[config.mk]
export PLATFORM = sky130hd
export DESIGN_NAME = flag_dma_ctrl
export DESIGN_NICKNAME = d
export VERILOG_FILES = /design/src/rtl/flag_dma_pkg.sv /design/src/rtl/fdc_flag_cell.sv /design/src/rtl/fdc_route.sv /design/src/rtl/flag_dma_ctrl.sv
export SDC_FILE = /design/constraint.sdc
export NUM_CORES = 1
export LEC_CHECK = 0
export ABC_CLOCK_PERIOD_IN_PS = 800
export BUFFER_PORTS_ARGS = -buffer_cell sky130_fd_sc_hd__buf_4
export CORE_AREA = 2 2 39 41
export DETAILED_ROUTE_END_ITERATION = 16
export DIE_AREA = 0 0 41 43
export GPL_TIMING_DRIVEN = 0
export SYNTH_ARGS = -nofsm -noshare
export SYNTH_HDL_FRONTEND = slang
export SYNTH_SLANG_ARGS = --single-unit
export TNS_END_PERCENT = 1
[constraint.sdc]
create_clock -name clk -period 0.8 [get_ports clk]
set_input_delay 0 -clock clk [delete_from_list [all_inputs] [get_ports clk]]
set_output_delay 0 -clock clk [all_outputs]
set_load 0.005 [all_outputs]
[src/rtl/flag_dma_pkg.sv]
// Shared constants and channel numbering for the flag steering block.
// Assumes channel 0 is transmit-empty and channel 1 is receive-full.
package flag_dma_pkg;
    localparam int NCH = 2;

    typedef enum logic {
        CH_TX = 1'b0,
        CH_RX = 1'b1
    } ch_e;
endpackage

[src/rtl/fdc_flag_cell.sv]
// One status flag with its two-step software clear and its DMA done clear.
// Assumes cond_i is a level from the datapath and that the strobes last one cycle.
// A clear at an edge wins over a set at the same edge.
module fdc_flag_cell (
    input  logic clk,
    input  logic rst_n,
    input  logic cond_i,
    input  logic dma_mode_i,
    input  logic stat_rd_i,
    input  logic acc_i,
    input  logic done_i,
    output logic flag_o
);
    logic flag_q;
    logic armed_q;
    logic sw_clr;
    logic dma_clr;
    logic clr;

    // Clear sources: armed software access in interrupt mode, done pulse in DMA mode.
    always_comb begin
        sw_clr  = armed_q & acc_i & ~dma_mode_i;
        dma_clr = done_i & dma_mode_i;
        clr     = sw_clr | dma_clr;
    end

    // Flag register: clear has priority, otherwise the level condition sets it.
    always_ff @(posedge clk) begin
        if (!rst_n) begin
            flag_q <= 1'b0;
        end else if (clr) begin
            flag_q <= 1'b0;
        end else if (cond_i) begin
            flag_q <= 1'b1;
        end
    end

    // Arming register: a status read that sees the flag set arms the next data access.
    always_ff @(posedge clk) begin
        if (!rst_n) begin
            armed_q <= 1'b0;
        end else if (clr) begin
            armed_q <= 1'b0;
        end else if (acc_i) begin
            armed_q <= stat_rd_i & flag_q;
        end else if (stat_rd_i && flag_q) begin
            armed_q <= 1'b1;
        end
    end

    assign flag_o = flag_q;

    assert_set_R2: assert property (@(posedge clk) disable iff (!rst_n)
        (!flag_q && cond_i && !done_i) |=> flag_q);
    assert_sw_ignored_R7: assert property (@(posedge clk) disable iff (!rst_n)
        (dma_mode_i && flag_q && !done_i) |=> flag_q);
    assert_done_clears_R8: assert property (@(posedge clk) disable iff (!rst_n)
        (dma_mode_i && done_i) |=> !flag_q);
    assert_done_ignored_R9: assert property (@(posedge clk) disable iff (!rst_n)
        (!dma_mode_i && flag_q && !acc_i) |=> flag_q);
    assert_arm_needs_flag_R4: assert property (@(posedge clk) disable iff (!rst_n)
        !flag_q |-> !armed_q);
endmodule

[src/rtl/fdc_route.sv]
// Steers one flag to its interrupt line or its DMA request line.
// Assumes DMA mode means enable and DMA-select are both 1.
// DMA-select 1 always holds the interrupt line low.
module fdc_route (
    input  logic clk,
    input  logic rst_n,
    input  logic flag_i,
    input  logic ie_i,
    input  logic dsel_i,
    output logic dma_mode_o,
    output logic irq_o,
    output logic dreq_o
);
    // Output steering: the two destinations are mutually exclusive.
    always_comb begin
        dma_mode_o = ie_i & dsel_i;
        irq_o      = flag_i & ie_i & ~dsel_i;
        dreq_o     = flag_i & dma_mode_o;
    end

    assert_exclusive_R6: assert property (@(posedge clk) disable iff (!rst_n)
        !(irq_o && dreq_o));
    assert_irq_needs_flag_R3: assert property (@(posedge clk) disable iff (!rst_n)
        irq_o |-> flag_i);
    assert_dreq_needs_flag_R6: assert property (@(posedge clk) disable iff (!rst_n)
        dreq_o |-> flag_i);
endmodule

[src/rtl/flag_dma_ctrl.sv]
// Top: two status flags (transmit-empty, receive-full), each steered to
// an interrupt or a DMA request. Assumes single-cycle strobes and done pulses.
// The transmit flag's clearing access is a data write; the receive flag's is a data read.
module flag_dma_ctrl
    import flag_dma_pkg::*;
(
    input  logic clk,
    input  logic rst_n,
    input  logic tx_empty_i,
    input  logic rx_full_i,
    input  logic tx_ie_i,
    input  logic tx_dsel_i,
    input  logic rx_ie_i,
    input  logic rx_dsel_i,
    input  logic stat_rd_i,
    input  logic data_rd_i,
    input  logic data_wr_i,
    input  logic tx_done_i,
    input  logic rx_done_i,
    output logic tx_flag_o,
    output logic rx_flag_o,
    output logic tx_irq_o,
    output logic rx_irq_o,
    output logic tx_dreq_o,
    output logic rx_dreq_o
);
    logic [NCH-1:0] cond;
    logic [NCH-1:0] ie;
    logic [NCH-1:0] dsel;
    logic [NCH-1:0] done;
    logic [NCH-1:0] flag;
    logic [NCH-1:0] dma_mode;
    logic [NCH-1:0] irq;
    logic [NCH-1:0] dreq;

    // Gather per-channel inputs into vectors indexed by channel.
    always_comb begin
        cond[CH_TX] = tx_empty_i;
        cond[CH_RX] = rx_full_i;
        ie[CH_TX]   = tx_ie_i;
        ie[CH_RX]   = rx_ie_i;
        dsel[CH_TX] = tx_dsel_i;
        dsel[CH_RX] = rx_dsel_i;
        done[CH_TX] = tx_done_i;
        done[CH_RX] = rx_done_i;
    end

    for (genvar i = 0; i < NCH; i++) begin : g_ch
        logic acc;
        if (i == int'(CH_TX)) begin : g_acc_wr
            assign acc = data_wr_i;
        end else begin : g_acc_rd
            assign acc = data_rd_i;
        end

        fdc_flag_cell u_cell (
            .clk        (clk),
            .rst_n      (rst_n),
            .cond_i     (cond[i]),
            .dma_mode_i (dma_mode[i]),
            .stat_rd_i  (stat_rd_i),
            .acc_i      (acc),
            .done_i     (done[i]),
            .flag_o     (flag[i])
        );

        fdc_route u_route (
            .clk        (clk),
            .rst_n      (rst_n),
            .flag_i     (flag[i]),
            .ie_i       (ie[i]),
            .dsel_i     (dsel[i]),
            .dma_mode_o (dma_mode[i]),
            .irq_o      (irq[i]),
            .dreq_o     (dreq[i])
        );
    end

    assign tx_flag_o = flag[CH_TX];
    assign rx_flag_o = flag[CH_RX];
    assign tx_irq_o  = irq[CH_TX];
    assign rx_irq_o  = irq[CH_RX];
    assign tx_dreq_o = dreq[CH_TX];
    assign rx_dreq_o = dreq[CH_RX];
endmodule

==> impl_metrics.toml <==
[die]
die_h_um = 43
initial_core_util_pct = 15.2
rows = 14
num_io_pins = 19
coreArea_um2 = 1380
die_x_um = 41
fp.dieArea_um2 = 1760

[synthesis]
synthArstFlopShare_pct = 0
syn_nets = 39
synth-edff-count = 0
syn_area_um2 = 210
yosys.cell_types.count = 9
synthFlopType = "dfxtp_1"
synthCells = 26
synth_area_leader_cell = "dfxtp_1"
synth_top_area_share_pct = 38.1
avgSynthCellArea_um2 = 8.08
ys_warn_count = 0
synthTopCellsByCount = "and3_1, dfxtp_1, nand2_1, nor2_1"
netlist_top_cells_area = "dfxtp_1, and3_1, nor3b_2"
synth-seq-area-share_pct = 38.1
ys_ff_latch = 4

[outcome]
status = "finished with violations"
violations = "negative hold slack, negative setup slack"

[worst_setup_path]
r2r_cells = 3
cp.required_ns = 0.80
reg2reg_slack_ns = 0.06
cp_max_fo = 5
crit_type = "reg2out"
timing.rr.start = "g_ch[1].u_cell.flag_o"
worstPathArrival_ns = 0.84
r2r_end = "g_ch[1].u_cell.flag_o"
critPathCaptureType = "primary output"
start_kind = "flop"

[pwr]
p_sw_share_pct = 22.6
combPwrFrac_pct = 21.6
leakagePower_nw = 0.209
seqPwrFrac_pct = 37.6
p_per_area_nw_per_um2 = 1450
finalPower_mw = 0.597
power.internal_mw = 0.462
switchingPower_mw = 0.135
clockPowerShare_pct = 40.8
peakVddDrop_uv = 474

[layout]
num-nets-final = 63
utilization_pct = 29.7
n_fill_cell = 152
regArea_um2 = 87.6
fin_cells = 64
diodes = 0
multiInputGateArea_um2 = 131
syn_to_final_growth_pct = 95.8
drive_above_1_share_pct = 60.4
postLayoutCellArea_um2 = 412

[clock_network]
insertion_delay_ns = 0.23
clk_pin_slew_ns = 0.04
root_buffer = "clkbuf_4"
htree_levels = 1
cts_sinks = 4
clockBufferDepth = 2
numCtsBuffers = 3
cts_tree = "done"

[sta]
setup_viol = 4
relSlewSlack_pct = 86.9
setup_ws_ns = -0.0397
fin_tns_setup_ns = -0.128
whs_ns = -0.00674
worstMarginPinSlew_ns = 0.197
finalCriticalPeriod_ns = 0.840
rsz0062_at_grt = "true"
finalMaxSlewViolations = 0
clock_skew_ns = 0.0000481
fmax_mhz = 1190
hold_viol = 1
fin_crit_sh_pct = 105

[placement]
gp_congestion = 0.553
place_inst = 60
placed_area_um2 = 365
post-place-ws_ns = 0.0883
portBuffers = 18

[global_route]
grt_max_degree = 6
grt_pass1_wl_um = 821
antenna_found_initial = 0
grtUsageTotal_pct = 7.24
grt_pass1_vias = 234
overflow = 0

[route]
vias_per_cell = 4.06
drtIter0Drc = 1
wl_per_cell_um = 9.45
first_pass_iters = 2
wl_met2_um = 274
ant_nets = 0
via_count = 260
top_layer_used = "met3"
drc_errors = 0
wl_met1_um = 265
wl_met3_um = 66
finalWirelength_um = 605

[min_path]
hold-path-cell-count = 3
hp-start = "rx_full_i"
worst_hold_path_type = "in2reg"
holdPathEnd = "g_ch[1].u_cell.flag_o"

[flow_run]
drv_cap = 0
critical path, cell delays in order (launching register included):
cell and delay, ns:
dfxtp_4 0.35, and3_1 0.14, buf_4 0.13
worst max-delay path by stage:
| stage | startpoint | end |
|---|---|---|
| floorplan | g_ch[0].u_cell.flag_o | g_ch[0].u_cell.armed_q |
| global placement | g_ch[0].u_cell.flag_o | g_ch[0].u_cell.armed_q |
| detailed placement | g_ch[1].u_cell.flag_o | g_ch[1].u_cell.armed_q |
| CTS | g_ch[1].u_cell.flag_o | rx_dreq_o |
| global route | g_ch[0].u_cell.flag_o | tx_irq_o |
| finish | g_ch[0].u_cell.flag_o | tx_dreq_o |
layout by cell type (no fill, tap or decap):
cell	n
buf_4	19
a31o_1	2
nor3b_2	2
nand2_2	1
dfxtp_4	2
clkbuf_4	3
and3_1	4
nand2_1	3
nor2_2	1
o21ai_2	1
inv_1	2
nor2_1	3
a22oi_1	2
o21ai_0	1
dfxtp_1	2
cells by family (layout without fill, tap and decap cells):
group                  after synthesis  count (layout)  share of synthesized area (%)
AO/OA/AOI/OAI                        6               6                           20.2
buffers and inverters                2              24                           3.57
flip-flops                           4               4                           38.1
AND/OR/NAND/NOR                     14              14                           38.1
power by group through the flow:
stage / clock network [mW] / logic, mW / registers, mW
finish: 0.244 / 0.129 / 0.225
global route: 0.278 / 0.141 / 0.227
CTS: 0.264 / 0.124 / 0.226
detailed placement: 0 / 0.117 / 0.228
global placement: 0 / 0.116 / 0.227
floorplan: 0 / 0.0374 / 0.226
layer usage:
layer  track usage, %  vias to the layer above
met1             7.77                      109
met4             6.00                        0
li1                 -                      137
met2             10.3                       14
met3             3.14                        0
met5                0                        -
flip-flops by register name (all words and copies together), names as in the netlist:
| signal | count |
|---|---|
| g_ch.u_cell.armed_q | 2 |
| g_ch.u_cell.flag_o | 2 |
layout make-up:
type / count / area share [%]
Timing Repair Buffer: 19 / 34.7
Multi-Input combinational cell: 20 / 31.9
Sequential cell: 4 / 21.3
Clock buffer: 3 / 5.47
Tap cell: 16 / 4.86
Inverter: 2 / 1.82
timing repair:
action / in CTS / in global routing
hold buffers: 0 / 0
pin swaps: 0 / 1
setup buffers: 1 / 0
setup endpoints to repair: 4 / 5
resized for setup: 2 / 6
No activity file was read; power rests on OpenSTA's default activity.
